--- config.mk ---
export PLATFORM = sky130hd
export DESIGN_NAME = tgl_poller
export DESIGN_NICKNAME = d
export VERILOG_FILES = /design/src/rtl/tgl_poll_pkg.sv /design/src/rtl/tgl_dq_sampler.sv /design/src/rtl/tgl_round_ctr.sv /design/src/rtl/tgl_poll_fsm.sv /design/src/rtl/tgl_poller.sv
export SDC_FILE = /design/constraint.sdc
export NUM_CORES = 1
export LEC_CHECK = 0
export ABC_AREA = 1
export ABC_CLOCK_PERIOD_IN_PS = 2200
export BUFFER_PORTS_ARGS = -buffer_cell sky130_fd_sc_hd__buf_2
export CAP_MARGIN = 20
export CORE_UTILIZATION = 40
export DETAILED_ROUTE_END_ITERATION = 16
export REMOVE_ABC_BUFFERS = 1
export SLEW_MARGIN = 0
export SYNTH_ARGS = -nofsm -noshare
export SYNTH_HDL_FRONTEND = slang
export SYNTH_SLANG_ARGS = --single-unit
export TNS_END_PERCENT = 20
--- constraint.sdc ---
create_clock -name clk_i -period 2.2 [get_ports clk_i]
set_clock_uncertainty 0.05 [all_clocks]
set_input_delay 0.33 -clock clk_i [delete_from_list [all_inputs] [get_ports clk_i]]
set_output_delay 0.33 -clock clk_i [all_outputs]
set_load 0.05 [all_outputs]
--- src/rtl/tgl_poll_pkg.sv ---
package tgl_poll_pkg;
  localparam int unsigned DATA_W = 8;
  localparam logic [DATA_W-1:0] CMD_RESET = 8'hF0;

  typedef enum logic [2:0] {
    S_IDLE,
    S_RD_A,
    S_RD_B,
    S_PAUSE,
    S_CMD_RST
  } poll_state_e;
endpackage

--- src/rtl/tgl_dq_sampler.sv ---
module tgl_dq_sampler #(
  parameter int unsigned DW      = 8,
  parameter int unsigned TGL_BIT = 6,
  parameter int unsigned TO_BIT  = 5
) (
  input  logic          clk_i,
  input  logic          rst_ni,
  input  logic          cap_i,
  input  logic [DW-1:0] data_i,
  output logic          toggled_o,
  output logic          to_high_o
);
  logic first_q;

  always_ff @(posedge clk_i or negedge rst_ni) begin
    if (!rst_ni)    first_q <= 1'b0;
    else if (cap_i) first_q <= data_i[TGL_BIT];
  end

  assign toggled_o = first_q ^ data_i[TGL_BIT];
  assign to_high_o = data_i[TO_BIT];
endmodule

--- src/rtl/tgl_round_ctr.sv ---
module tgl_round_ctr #(
  parameter int unsigned MAX_ROUNDS = 1024
) (
  input  logic clk_i,
  input  logic rst_ni,
  input  logic clr_i,
  input  logic inc_i,
  output logic last_o
);
  localparam int unsigned CNT_W = (MAX_ROUNDS > 1) ? $clog2(MAX_ROUNDS + 1) : 1;

  generate
    if (MAX_ROUNDS == 0) begin : g_no_limit
      logic unused_q;
      always_ff @(posedge clk_i or negedge rst_ni) begin
        if (!rst_ni) unused_q <= 1'b0;
        else         unused_q <= clr_i ^ inc_i;
      end
      assign last_o = 1'b0 & unused_q;
    end else begin : g_limit
      logic [CNT_W-1:0] cnt_q;
      always_ff @(posedge clk_i or negedge rst_ni) begin
        if (!rst_ni)    cnt_q <= '0;
        else if (clr_i) cnt_q <= '0;
        else if (inc_i) cnt_q <= cnt_q + 1'b1;
      end
      // the next counted round is the last allowed one
      assign last_o = (cnt_q == CNT_W'(MAX_ROUNDS - 1));
    end
  endgenerate
endmodule

--- src/rtl/tgl_poll_fsm.sv ---
module tgl_poll_fsm
  import tgl_poll_pkg::*;
(
  input  logic clk_i,
  input  logic rst_ni,
  input  logic start_i,
  input  logic pause_i,
  input  logic rd_valid_i,
  input  logic wr_ack_i,
  input  logic toggled_i,
  input  logic to_high_i,
  input  logic last_round_i,
  output logic cap_o,
  output logic round_inc_o,
  output logic round_clr_o,
  output logic rd_req_o,
  output logic wr_req_o,
  output logic busy_o,
  output logic done_o,
  output logic fail_o
);
  poll_state_e state_q, state_d;
  logic recheck_q, recheck_d;
  logic done_q, done_d, fail_q, fail_d;
  logic pair_end;

  assign pair_end = (state_q == S_RD_B) && rd_valid_i;

  always_comb begin
    state_d     = state_q;
    recheck_d   = recheck_q;
    done_d      = 1'b0;
    fail_d      = 1'b0;
    round_inc_o = 1'b0;
    round_clr_o = 1'b0;
    unique case (state_q)
      S_IDLE: if (start_i) begin
        state_d     = S_RD_A;
        recheck_d   = 1'b0;
        round_clr_o = 1'b1;
      end
      S_RD_A: if (rd_valid_i) state_d = S_RD_B;
      S_RD_B: if (pair_end) begin
        if (!toggled_i) begin
          done_d  = 1'b1;
          state_d = S_IDLE;
        end else if (recheck_q) begin
          state_d = S_CMD_RST;
        end else if (to_high_i) begin
          recheck_d = 1'b1;
          state_d   = S_RD_A;
        end else if (last_round_i) begin
          state_d = S_CMD_RST;
        end else begin
          round_inc_o = 1'b1;
          state_d     = pause_i ? S_PAUSE : S_RD_A;
        end
      end
      S_PAUSE: if (!pause_i) begin
        state_d     = S_RD_A;
        round_clr_o = 1'b1;
      end
      S_CMD_RST: if (wr_ack_i) begin
        fail_d  = 1'b1;
        state_d = S_IDLE;
      end
      default: state_d = S_IDLE;
    endcase
  end

  always_ff @(posedge clk_i or negedge rst_ni) begin
    if (!rst_ni) begin
      state_q   <= S_IDLE;
      recheck_q <= 1'b0;
      done_q    <= 1'b0;
      fail_q    <= 1'b0;
    end else begin
      state_q   <= state_d;
      recheck_q <= recheck_d;
      done_q    <= done_d;
      fail_q    <= fail_d;
    end
  end

  assign cap_o    = (state_q == S_RD_A) && rd_valid_i;
  assign rd_req_o = (state_q == S_RD_A) || (state_q == S_RD_B);
  assign wr_req_o = (state_q == S_CMD_RST);
  assign busy_o   = (state_q != S_IDLE);
  assign done_o   = done_q;
  assign fail_o   = fail_q;
endmodule

--- src/rtl/tgl_poller.sv ---
module tgl_poller
  import tgl_poll_pkg::*;
#(
  parameter int unsigned MAX_ROUNDS = 1024,
  parameter int unsigned TGL_BIT    = 6,
  parameter int unsigned TO_BIT     = 5
) (
  input  logic              clk_i,
  input  logic              rst_ni,
  input  logic              start_i,
  input  logic              pause_i,
  output logic              rd_req_o,
  input  logic [DATA_W-1:0] rd_data_i,
  input  logic              rd_valid_i,
  output logic              wr_req_o,
  output logic [DATA_W-1:0] wr_data_o,
  input  logic              wr_ack_i,
  output logic              busy_o,
  output logic              done_o,
  output logic              fail_o
);
  logic cap, toggled, to_high, last_round, round_inc, round_clr;

  tgl_dq_sampler #(.DW(DATA_W), .TGL_BIT(TGL_BIT), .TO_BIT(TO_BIT)) u_sampler (
    .clk_i     (clk_i),
    .rst_ni    (rst_ni),
    .cap_i     (cap),
    .data_i    (rd_data_i),
    .toggled_o (toggled),
    .to_high_o (to_high)
  );

  tgl_round_ctr #(.MAX_ROUNDS(MAX_ROUNDS)) u_rounds (
    .clk_i  (clk_i),
    .rst_ni (rst_ni),
    .clr_i  (round_clr),
    .inc_i  (round_inc),
    .last_o (last_round)
  );

  tgl_poll_fsm u_fsm (
    .clk_i        (clk_i),
    .rst_ni       (rst_ni),
    .start_i      (start_i),
    .pause_i      (pause_i),
    .rd_valid_i   (rd_valid_i),
    .wr_ack_i     (wr_ack_i),
    .toggled_i    (toggled),
    .to_high_i    (to_high),
    .last_round_i (last_round),
    .cap_o        (cap),
    .round_inc_o  (round_inc),
    .round_clr_o  (round_clr),
    .rd_req_o     (rd_req_o),
    .wr_req_o     (wr_req_o),
    .busy_o       (busy_o),
    .done_o       (done_o),
    .fail_o       (fail_o)
  );

  assign wr_data_o = CMD_RESET;
endmodule

Word-level counts from Yosys, hierarchy flattened

Index checks and enable logic that the tools add are counted.

Register bits: 18
Word-level logic and storage cells: 61
Output and inout port bits: 13

Add/sub/neg operators: 1
Multiplexer cells: 33
Bitwise operators: 1
Reduce and logical (&&, ||, !) cells: 9
Equality and inequality tests: 11

Operator list:

| cell                    | count |
|---|---|
| $mux W3                 | 9 |
| $mux W11                | 2 |
| $mux W1                 | 18 |
| $pmux W3 S5             | 1 |
| $add A11 B1 Y11 const B | 1 |
| $eq A11 B10 Y1 const B  | 1 |
| $eq A3 B2 Y1 const B    | 2 |
| $ne A2 B1 Y1 const B    | 3 |
| $ne A2 B2 Y1 const B    | 3 |
| $reduce_and A5 Y1       | 1 |
| $pmux W1 S2             | 2 |
| $reduce_and A4 Y1       | 1 |
| $reduce_bool A2 Y1      | 2 |
| $eq A3 B1 Y1 const B    | 1 |
| $eq A3 B3 Y1 const B    | 1 |
| $logic_not A3 Y1        | 1 |
| $reduce_bool A3 Y1      | 1 |
| $logic_and A1 B1 Y1     | 2 |
| $mux W2                 | 1 |
| $logic_or A1 B1 Y1      | 1 |
| $xor A1 B1 Y1           | 1 |

Logic depth before layout (Yosys ltp)

Gate-level depths: netlist (run 1).

Depth after elaboration: 9
Gate-level depth with buffers: 10
Gate-level depth less buffers: 9

By module

From an unflattened synthesis (run 1), not the netlist that was laid out.

Cell total of the unflattened synthesis: 169
Area, all modules: 1198.6 um^2

Modules (own cells, without submodules):

| module         | cells an instance | area an instance (um^2) | sequential area each (um^2) | instances |
|---|---|---|---|---|
| tgl_round_ctr  | 85                | 634.4                   | 275.3                       | 1 |
| tgl_poll_fsm   | 63                | 430.4                   | 150.1                       | 1 |
| tgl_poller     | 10                | 67.6                    | 0.0                         | 1 |
| tgl_dq_sampler | 11                | 66.3                    | 25.0                        | 1 |

Least setup slack after synthesis (run 1)

OpenSTA, ideal clock, no wires.

Path kind: register -> output
From: register u_fsm.state_q[0]
To: output port wr_req_o
Path slack: 224 ps
Data arrival time: 1596 ps
Stages on the path, launching flop included: 3
Cells stage by stage: dfrtp_1 buf_6 nor3_1

Longest elaborated chain between the ends: 1

Ends and longest elaborated chain:

| what                     | line               | RTL |
|---|---|---|
| start: declaration       | tgl_poll_fsm.sv:22 | `poll_state_e state_q, state_d;` |
| start signal: assignment | tgl_poll_fsm.sv:78 | `state_q <= state_d;` |
| $eq A3 B3 Y1             | tgl_poll_fsm.sv:87 | `assign wr_req_o = (state_q == S_CMD_RST);` |
| end: declaration         | tgl_poller.sv:15   | `output logic wr_req_o,` |

Every way passes these cells.

Worst setup path in the final report (run 1)

From: register u_rounds.g_limit.cnt_q[0]
To: register u_rounds.g_limit.cnt_q[0]

Longest elaborated chain between the ends: 8
Elaborated cells on any way between the ends: 11
Those cells by class: add/sub (1); eq/ne (1); mux (8); reduce/logical (1)

Ends and longest elaborated chain:

| what                                | line                | RTL |
|---|---|---|
| start: declaration                  | tgl_round_ctr.sv:21 | `logic [CNT_W-1:0] cnt_q;` |
| start signal: assignment            | tgl_round_ctr.sv:25 | `else if (inc_i) cnt_q <= cnt_q + 1'b1;` |
| $eq A11 B10 Y1                      | tgl_round_ctr.sv:28 | `assign last_o = (cnt_q == CNT_W'(MAX_ROUNDS - 1));` |
| $mux W1                             | tgl_poll_fsm.sv:52  | `end else if (last_round_i) begin` |
| $mux W1                             | tgl_poll_fsm.sv:49  | `end else if (to_high_i) begin` |
| $mux W1                             | tgl_poll_fsm.sv:47  | `end else if (recheck_q) begin` |
| $mux W1                             | tgl_poll_fsm.sv:44  | `if (!toggled_i) begin` |
| $mux W1                             | tgl_poll_fsm.sv:43  | `S_RD_B: if (pair_end) begin` |
| $mux W1                             | tgl_poll_fsm.sv:36  | `unique case (state_q)` |
| $reduce_bool A2 Y1 (no source line) | -                   |  |

Several ways; a longest one is shown, not always the timed one. The select of a mux whose other input is x is not followed.
A chain may end at the register's enable or synchronous reset.

==> flow_summary.toml, run 1 <==
[outcome]
outcome = "finished with violations"
violations = "design-rule violations"

[setup_path]
r2r_start = "u_rounds.g_limit.cnt_q[0]"
cp_slowest_cell = "dfrtp_1"
crit_arrival_ns = 1.98
reg2reg_slack_ns = 0.36
crit_chain = "ha_1 -> inv_1 -> nor2_4 -> nand3_2 -> nand2_2 -> nor2_4 -> inv_2 -> nand3_1 -> o21ai_2"
reg2reg_depth = 9
endpoint_kind = "flip-flop"
crit_fanout = 11
start_kind = "flip-flop"
critical-path-max-stage-delay_ns = 0.48
crit_type = "flip-flop to flip-flop"
cp-endpoint = "u_rounds.g_limit.cnt_q[0]"
r2r_end = "u_rounds.g_limit.cnt_q[0]"
critPathLaunch = "u_rounds.g_limit.cnt_q[0]"
critPathRequiredTime_ns = 2.34
path_common_cell = "nor2_4"

[power_and_ir_drop]
pwr-share-clk_pct = 18.2
power_switching_w = 0.000555
sw_frac_of_total_pct = 47.8
leakagePower_nw = 0.659
internal_power_w = 0.000607
pwr-share-comb_pct = 43.0
pwr_density_cell_mw_per_mm2 = 908
irDropWorstVdd_v = 0.000684
power_frac_seq_pct = 38.8

[synthesis]
synth_most_common_cell = "nand2_1"
ys_warn_count = 0
post-synth-top-area-cell = "dfrtp_1"
synthTopCellsByCount = "45 x nand2_1, 23 x nand3_1, 18 x dfrtp_1"
netlist_top_cells_area = "dfrtp_1 37%, nand2_1 14%, nand3_1 9.4%"
synth_edf_count = 0
synth_area_per_cell_um2 = 7.44
syn_area_mm2 = 0.00122
synth_cell_types = 29
synth-main-ff-cell = "dfrtp_1"
ys_seq_elements = 18
netlist_instances = 164
yosysSeqAreaShare_pct = 36.9
ys_async_sr_fraction_pct = 100
synth_top_area_share_pct = 36.9

[global_routing]
grt_max_degree = 20
grt.total_usage_pct = 16.2
overflow = 0
grt_pass1_vias = 970
antenna_found_initial = 0
grt_pass1_wl_mm = 4.12

[floorplan]
die_x_um = 57.2
std_cell_rows = 19
die-area_mm2 = 0.00327
io_pins = 27
core_area_mm2 = 0.00283
start_util_pct = 43.1
die_h_um = 57.2

[placed_design]
gp_congestion = 0.826
numPortBuffers = 12
placed_area_mm2 = 0.00123
hpwl_mm = 1.68
dpl_worst_slack_ns = 0.381

[final_layout]
area_growth_pct = 4.82
finalNetCount = 190
n_antenna_cell = 0
final_area_mm2 = 0.00128
layout-drive-gt1-share_pct = 16.7

[clocking]
cts.path.max_buffers = 2
clk_pin_slew_worst_paths_ns = 0.11
cts-root-buf = "clkbuf_4"
worstSkewPairLatency_ns = 0.30
numCtsBuffers = 3
clkSinkCount = 18
tritoncts = "yes"
htreeDepth = 1
cts_resized = 0

[drt]
drt_pass1_iterations = 10
drc = 2
drtIter0Drc = 21
vias = 1004
wl_mm = 2.27
postRouteAntennaNets = 0
vias_per_cell = 4.90
wl_per_cell_um = 11.1

[sta]
post-route-period-util_pct = 83.6
period_needed_ns = 1.84
fin_ws_ns = 0.362
rsz0062_at_grt = "no"
finalHoldViolCount = 0
timing.fmax_ghz = 0.544
tns_ns = 0
setup_violations = 0
drv_slew = 0

[job]
max_cap_viol_count = 0

[worst_hold_path]
hold_start = "rd_data_i[6]"
hp-class = "primary input to flip-flop"
-- layer usage --
| layer | share of wire (%) | up-vias | wire length, um | track usage, % |
|---|---|---|---|---|
| li1 | - | 531 | - | - |
| met1 | 50 | 447 | 1140 | 21.9 |
| met2 | 46 | 22 | 1030 | 25.9 |
| met3 | 2.6 | 4 | 59 | 2.72 |
| met4 | 1.6 | 0 | 36 | 6.62 |
| met5 | 0 | - | 0 | 0 |
-- layout make-up --
type	count	area [um2]
clock buffers	4	36.3
fillers	294	1550
inverters	17	66.3
multi-input cells	122	617
flip-flops and latches	18	450
well taps	31	38.8
repair buffers	13	70.1
-- layout by cell type, fill, tap and decap left out, drive strengths merged --
master,count
nor3,4
nor2,15
a21oi,1
a31oi,1
ha,1
inv,17
o21ai,5
nand3b,2
or2,1
dlygate4sd3,1
nand4,5
conb,8
nand2,47
dfrtp,18
nor4,1
xnor2,2
o21bai,1
clkbuf,4
nand3,25
xor2,3
buf,12
-- stage by stage --
stage	std cells	util [%]	total power, W	hold WS, ns
floorplan	157	-	0.000844	-0.0156
global placement	200	43.6	0.000945	0.241
detailed placement	200	43.6	0.000957	0.243
CTS	205	45.2	0.00117	0.211
global route	205	45.2	0.00126	0.227
finish	205	45.2	0.00116	0.218
-- state kept, by name, indices dropped and copies added (netlist names) --
name	count
u_rounds.g_limit.cnt_q	11
u_fsm.state_q	3
u_fsm.done_o	1
u_fsm.fail_o	1
u_fsm.recheck_q	1
u_sampler.first_q	1
-- power groups by stage --
stage / clock (W) / sequential [W] / combinational, W
2_1_floorplan: 0 / 0.000453 / 0.000392
3_3_place_gp: 0 / 0.000456 / 0.000489
3_5_place_dp: 0 / 0.000456 / 0.000501
4_1_cts: 0.000219 / 0.000450 / 0.000503
5_1_grt: 0.000234 / 0.000463 / 0.000560
6_report: 0.000211 / 0.000451 / 0.000500
-- worst max-delay path: cells and delay by family, from the launching register on --
kind                       cells  cell delay, ns
and+or+nand+nor                5            0.60
DFF                            1            0.48
adders and majority gates      1            0.26
AOI/OAI and AO/OA              1            0.05
buffers and inverters          2            0.29
-- worst min-delay path by stage --
stage / endpoint / cells past startpoint / slack (ns)
finish: u_sampler.first_q / 3 / 0.22
global route: u_sampler.first_q / 3 / 0.23
CTS: u_sampler.first_q / 3 / 0.21
detailed placement: u_rounds.g_limit.cnt_q[7] / 1 / 0.24
global placement: u_rounds.g_limit.cnt_q[7] / 1 / 0.24
floorplan: u_fsm.done_o / 0 / -0.02
-- what timing repair did --
action,in CTS,in global routing
hold endpoints to repair,18,0
hold buffers,1,0
setup endpoints to repair,0,0
buffers inserted,0,0
-- kinds of logic (layout without fill, tap and decap cells) --
kind of cell / after synthesis / count (layout) / share of synthesized area (%)
DFF: 18 / 18 / 36.9
buffers and inverters: 30 / 34 / 14.4
xor gates and xnor gates: 5 / 5 / 3.59
other: 2 / 8 / 0.616
AOI/OAI and AO/OA: 8 / 8 / 4.21
adders and majority gates: 1 / 1 / 1.03
and+or+nand+nor: 100 / 100 / 39.3
Power figures use the tool's default switching activity.
==> run 2, diff against run 1 <==
--- a/config.mk
+++ b/config.mk
@@ -6,7 +6,7 @@
 export NUM_CORES = 1
 export LEC_CHECK = 0
 export ABC_AREA = 1
-export ABC_CLOCK_PERIOD_IN_PS = 2200
+export ABC_CLOCK_PERIOD_IN_PS = 1590
 export BUFFER_PORTS_ARGS = -buffer_cell sky130_fd_sc_hd__buf_2
 export CAP_MARGIN = 20
 export CORE_UTILIZATION = 40
==> constraint.sdc (replaced) <==
create_clock -name clk_i -period 1.59 [get_ports clk_i]
set_clock_uncertainty 0.05 [all_clocks]
set_input_delay 0.2385 -clock clk_i [delete_from_list [all_inputs] [get_ports clk_i]]
set_output_delay 0.2385 -clock clk_i [all_outputs]
set_load 0.05 [all_outputs]
==> run 2 against run 1 <==
Against the previous run: the flow finishes with violations (design-rule violations, negative setup slack); count of clock-buffer cells in the layout stayed put; register-to-register slack worse by 0.31 ns; total power is 68% higher; final cell count is 11% higher; first-iteration DRC count is 90% higher; combinational power is 110% higher; wire length is 21% higher; sequential share of layout area is 5.4 points lower; cell area is 19% higher; hold slack worse by 0.097 ns; flip-flop and latch count stayed put; clock power is 40% higher; critical path type is now flip-flop to output pin; largest cell class unchanged.
==> flow_summary.toml, run 2 (synthesis results as in run 1) <==
[outcome]
outcome = "finished with violations"
violations = "design-rule violations, negative setup slack"

[setup_path]
r2r_start = "u_fsm.state_q[2]"
crit_family = "flip-flops"
critPathLaunch = "u_fsm.state_q[0]"
crit_fanout = 4
crit_cells = 4
start_kind = "flip-flop"
reg2reg_slack_ns = 0.05
cp-endpoint = "busy_o"
reg2reg_depth = 8
crit_arrival_ns = 1.30
critPathRequiredTime_ns = 1.30
cp_slowest_cell = "dfrtp_1"
critPathBufInv = 3
r2r_end = "u_rounds.g_limit.cnt_q[5]"
crit_chain = "buf_4 -> nor3_4 -> inv_1 -> buf_6"
endpoint_kind = "output pin"
critical-path-max-stage-delay_ns = 0.43
crit_type = "flip-flop to output pin"

[sta]
timing.fmax_ghz = 0.628
drv_slew = 0
rsz0062_at_grt = "yes"
hold_slack_ns = 0.122
finalHoldViolCount = 0
post-route-period-util_pct = 100
tns_ns = -0.00197
period_needed_ns = 1.59
fin_ws_ns = -0.00197
setup_violations = 1

[final_layout]
mostFrequentLayoutCells = "44 x nand2_1, 22 x nand3_1, 22 x buf_4"
n_antenna_cell = 0
area_growth_pct = 24.5
layout_commonest_cell = "nand2_1"
top_regs = "u_rounds.g_limit.cnt_q: 11 flops, u_fsm.state_q: 3 flops"
finalNetCount = 213
largest_reg_flops = 11
layout-drive-gt1-share_pct = 31.0
regMostFlops = "u_rounds.g_limit.cnt_q"

[global_routing]
grt_pass1_wl_mm = 4.43
grt.total_usage_pct = 17.3
antenna_found_initial = 0
grt_pass1_vias = 1005
grt_max_degree = 20
overflow = 0

[placed_design]
hpwl_mm = 1.75
gp_congestion = 0.760
numPortBuffers = 12

[drt]
drtIter0Drc = 40
vias = 1133
wl_mm = 2.75
wl_per_cell_um = 12.0
drc = 2
postRouteAntennaNets = 0
vias_per_cell = 4.97
drt_pass1_iterations = 10

[clocking]
cts.path.max_buffers = 2
clk_pin_slew_worst_paths_ns = 0.11
cts-root-buf = "clkbuf_4"
tritoncts = "yes"
htreeDepth = 1
worstSkewPairLatency_ns = 0.30
clkSinkCount = 18
numCtsBuffers = 3

[floorplan]
core_area_mm2 = 0.00283
die-area_mm2 = 0.00327
io_pins = 27
start_util_pct = 43.1
die_h_um = 57.2
std_cell_rows = 19
die_x_um = 57.2

[power_and_ir_drop]
finalPower_w = 0.00195
irDropWorstVdd_v = 0.000971
leakagePower_nw = 0.779
pwr_density_cell_mw_per_mm2 = 1280

[job]
max_cap_viol_count = 0

[worst_hold_path]
hp-class = "primary input to flip-flop"
==> run 2: changes by cell type in the layout (fill, tap and decap cells not counted), sizes merged <==
cell,before,now
buf,12,35
==> run 2: what timing repair did <==
item / in CTS / in global routing
gates resized for setup: 5 / 15
pin swaps: 0 / 7
endpoints found under the setup margin: 2 / 16
hold buffers: 1 / 0
endpoints found under the hold margin: 18 / 0
setup buffers: 6 / 12
==> run 2: layer usage <==
layer  vias to the layer above  track usage, %  part of all wire [%]  routed length, um
met4                         0            3.14                  0.47                 13
met5                         -               0                     0                  0
met1                       524            23.3                    47               1280
li1                        574               -                     -                  -
met2                        33            28.4                    47               1300
met3                         2            4.31                   5.6                153
==> run 2: stage by stage <==
| step | utilization (%) | std cells | area, um2 | setup WS, ns |
|---|---|---|---|---|
| global route | 53.7 | 228 | 1520 | -0.0723 |
| global placement | 44.9 | 205 | 1270 | 0.0661 |
| floorplan | - | 157 | 1130 | -0.282 |
| CTS | 48.6 | 216 | 1370 | 0.000260 |
| detailed placement | 44.9 | 205 | 1270 | 0.0435 |
| finish | 53.7 | 228 | 1520 | -0.00197 |
==> run 2: worst min path at each step <==
| stage | startpoint | end | slack, ns | depth (start not counted) |
|---|---|---|---|---|
| global placement | rst_ni | u_rounds.g_limit.cnt_q[7] | 0.15 | 1 |
| floorplan | rst_ni | u_fsm.done_o | -0.11 | 0 |
| detailed placement | rst_ni | u_rounds.g_limit.cnt_q[5] | 0.15 | 1 |
| finish | rd_data_i[6] | u_sampler.first_q | 0.12 | 3 |
| global route | wr_ack_i | u_fsm.fail_o | 0.13 | 3 |
| CTS | wr_ack_i | u_fsm.fail_o | 0.11 | 3 |
==> run 2: power breakdown <==
group	switching, W	internal [W]	total (W)	leakage, nW
Combinational	0.000687	0.000386	0.00107	0.515
Sequential	0.0000572	0.000524	0.000582	0.243
Clock	0.000155	0.000140	0.000295	0.0210
==> run 2: area by class of cell <==
class / count / area, um2
tap: 31 / 38.8
multi-input combinational: 122 / 657
fill: 245 / 1310
clock buffer: 4 / 36.3
timing repair buffer: 36 / 265
inverter: 17 / 68.8
sequential: 18 / 453
==> run 2: worst min-delay path, cell delays in order <==
cell and delay, ns:
buf_2 0.10, nand2_1 0.05, o21ai_0 0.06
==> run 3, diff against run 2 <==
--- a/config.mk
+++ b/config.mk
@@ -6,7 +6,7 @@
 export NUM_CORES = 1
 export LEC_CHECK = 0
 export ABC_AREA = 1
-export ABC_CLOCK_PERIOD_IN_PS = 1590
+export ABC_CLOCK_PERIOD_IN_PS = 1600
 export BUFFER_PORTS_ARGS = -buffer_cell sky130_fd_sc_hd__buf_2
 export CAP_MARGIN = 20
 export CORE_UTILIZATION = 40
==> constraint.sdc (replaced) <==
create_clock -name clk_i -period 1.6 [get_ports clk_i]
set_clock_uncertainty 0.05 [all_clocks]
set_input_delay 0.24 -clock clk_i [delete_from_list [all_inputs] [get_ports clk_i]]
set_output_delay 0.24 -clock clk_i [all_outputs]
set_load 0.05 [all_outputs]
==> run 3 against run 2 <==
Against the previous run: the run ends with design-rule violations left; sequential share of layout area up 2.7 points; combinational power down 15%; via count down 7.1%; sequential power up 1%; total power down 12%; die area unchanged; utilization down 4.2 points; register-to-register slack better by 0.02 ns; first-iteration DRC count down 60%; critical endpoint unchanged; largest power group unchanged.
==> flow_summary.toml, run 3 (synthesis results as in run 1) <==
[outcome]
outcome = "finished with violations"
violations = "design-rule violations"

[drt]
drtIter0Drc = 16
vias_per_cell = 4.89
wl_mm = 2.45
drt_pass1_iterations = 10
vias = 1052
drc = 2
wl_per_cell_um = 11.4
postRouteAntennaNets = 0

[floorplan]
core_area_mm2 = 0.00283
die-area_mm2 = 0.00327
die_x_um = 57.2
io_pins = 27
std_cell_rows = 19
start_util_pct = 43.1
die_h_um = 57.2

[setup_path]
critPathBufInv = 3
reg2reg_slack_ns = 0.07
critPathRequiredTime_ns = 1.31
start_kind = "flip-flop"
crit_fanout = 4
crit_type = "flip-flop to output pin"
reg2reg_depth = 8
crit_chain = "buf_4 -> nor3_2 -> inv_1 -> buf_2"
critical-path-max-stage-delay_ns = 0.44
endpoint_kind = "output pin"
cp_slowest_cell = "dfrtp_2"
crit_cells = 4
crit_family = "flip-flops"
crit_arrival_ns = 1.26

[placed_design]
numPortBuffers = 12
gp_congestion = 0.761
placed_area_mm2 = 0.00127
hpwl_mm = 1.73
dp.cells = 205

[final_layout]
area_growth_pct = 14.7
num-fill-cells = 284
layout_commonest_cell = "nand2_1"
finalNetCount = 201
final_area_mm2 = 0.00140
mostFrequentLayoutCells = "44 x nand2_1, 22 x nand3_1, 15 x dfrtp_1"
n_antenna_cell = 0
top_regs = "u_rounds.g_limit.cnt_q: 11 flops, u_fsm.state_q: 3 flops"
regMostFlops = "u_rounds.g_limit.cnt_q"
final_cell_count_no_fill = 215
layout-drive-gt1-share_pct = 26.6
largest_reg_flops = 11
fin_util_pct = 49.4

[clocking]
cts-root-buf = "clkbuf_4"
clk_pin_slew_worst_paths_ns = 0.10
tritoncts = "yes"
clkSinkCount = 18
numCtsBuffers = 3
worstSkewPairLatency_ns = 0.29
cts.path.max_buffers = 2
htreeDepth = 1

[worst_hold_path]
hp-class = "primary input to flip-flop"
holdPathStages = 3

[power_and_ir_drop]
leakagePower_nw = 0.712
pwr_density_cell_mw_per_mm2 = 1230
irDropWorstVdd_v = 0.00103

[job]
max_cap_viol_count = 0

[sta]
setup_violations = 0
timing.fmax_ghz = 0.646
post-route-period-util_pct = 96.7
drv_slew = 0
period_needed_ns = 1.55
finalHoldViolCount = 0
rsz0062_at_grt = "yes"

[global_routing]
grt.total_usage_pct = 16.5
grt_pass1_vias = 973
overflow = 0
grt_max_degree = 20
antenna_found_initial = 0
grt_pass1_wl_mm = 4.21
==> run 3: changes by cell type in the layout (fill, tap and decap cells not counted) <==
cell	previous run	this run
buf_4	22	9
nor3_2	0	2
nor3_4	2	0
buf_2	9	10
clkbuf_8	1	0
dfrtp_1	16	15
dfrtp_2	2	3
inv_1	13	12
inv_2	2	3
nor2_1	11	12
nor2_2	2	1
==> run 3: through the flow <==
| step | total power (W) | hold WS, ns | setup TNS, ns | worst slack, ns |
|---|---|---|---|---|
| floorplan | 0.00116 | -0.106 | -0.315 | -0.274 |
| global placement | 0.00135 | 0.148 | 0 | 0.0747 |
| detailed placement | 0.00137 | 0.150 | 0 | 0.0630 |
| CTS | 0.00166 | 0.124 | 0 | 0.0143 |
| global route | 0.00187 | 0.125 | -0.0876 | -0.0404 |
| finish | 0.00172 | 0.133 | 0 | 0.0524 |
==> run 3: routing by layer <==
layer,GRT usage (%),part of all wire (%),vias to the layer above
met5,0,0,-
met3,3.63,3.1,4
li1,-,-,551
met2,25.4,44,20
met4,5.23,1.2,0
met1,23.1,51,477
==> run 3: where the power goes <==
part	internal, W	switching [W]
clock	0.0000875	0.000135
combinational	0.000300	0.000609
sequential	0.000524	0.0000655
total	0.000911	0.000809
==> run 3: final timing paths <==
kind / from / end
setup / recovery: u_fsm.state_q[1] / busy_o
hold / removal: wr_ack_i / u_fsm.fail_o
setup reg to reg: u_fsm.state_q[2] / u_rounds.g_limit.cnt_q[4]
hold reg to reg: u_rounds.g_limit.cnt_q[10] / u_rounds.g_limit.cnt_q[10]
max in group asynchronous: rst_ni / u_fsm.state_q[0]
min in group asynchronous: rst_ni / u_rounds.g_limit.cnt_q[7]
==> run 3: worst reg2reg max path, delay by kind of cell, from the launching register on <==
| kind | cells | cell delay (ns) |
|---|---|---|
| buffers and inverters | 2 | 0.26 |
| AOI/OAI and AO/OA | 1 | 0.16 |
| and+or+nand+nor | 5 | 0.54 |
| DFF | 1 | 0.45 |
==> run 3: cell type report <==
class	count	area, um2	share of cell area (%)
tap	31	38.8	2.77
sequential	18	454	32.5
timing repair buffer	24	173	12.3
multi-input combinational	122	642	45.9
inverter	17	68.8	4.92
clock buffer	3	22.5	1.61
==> run 3: timing repair <==
action,in CTS,in global routing
buffers inserted,1,5
endpoints found under the hold margin,18,0
pin swaps,0,1
setup endpoints to repair,2,14
gates resized for setup,6,12
hold buffers,1,0
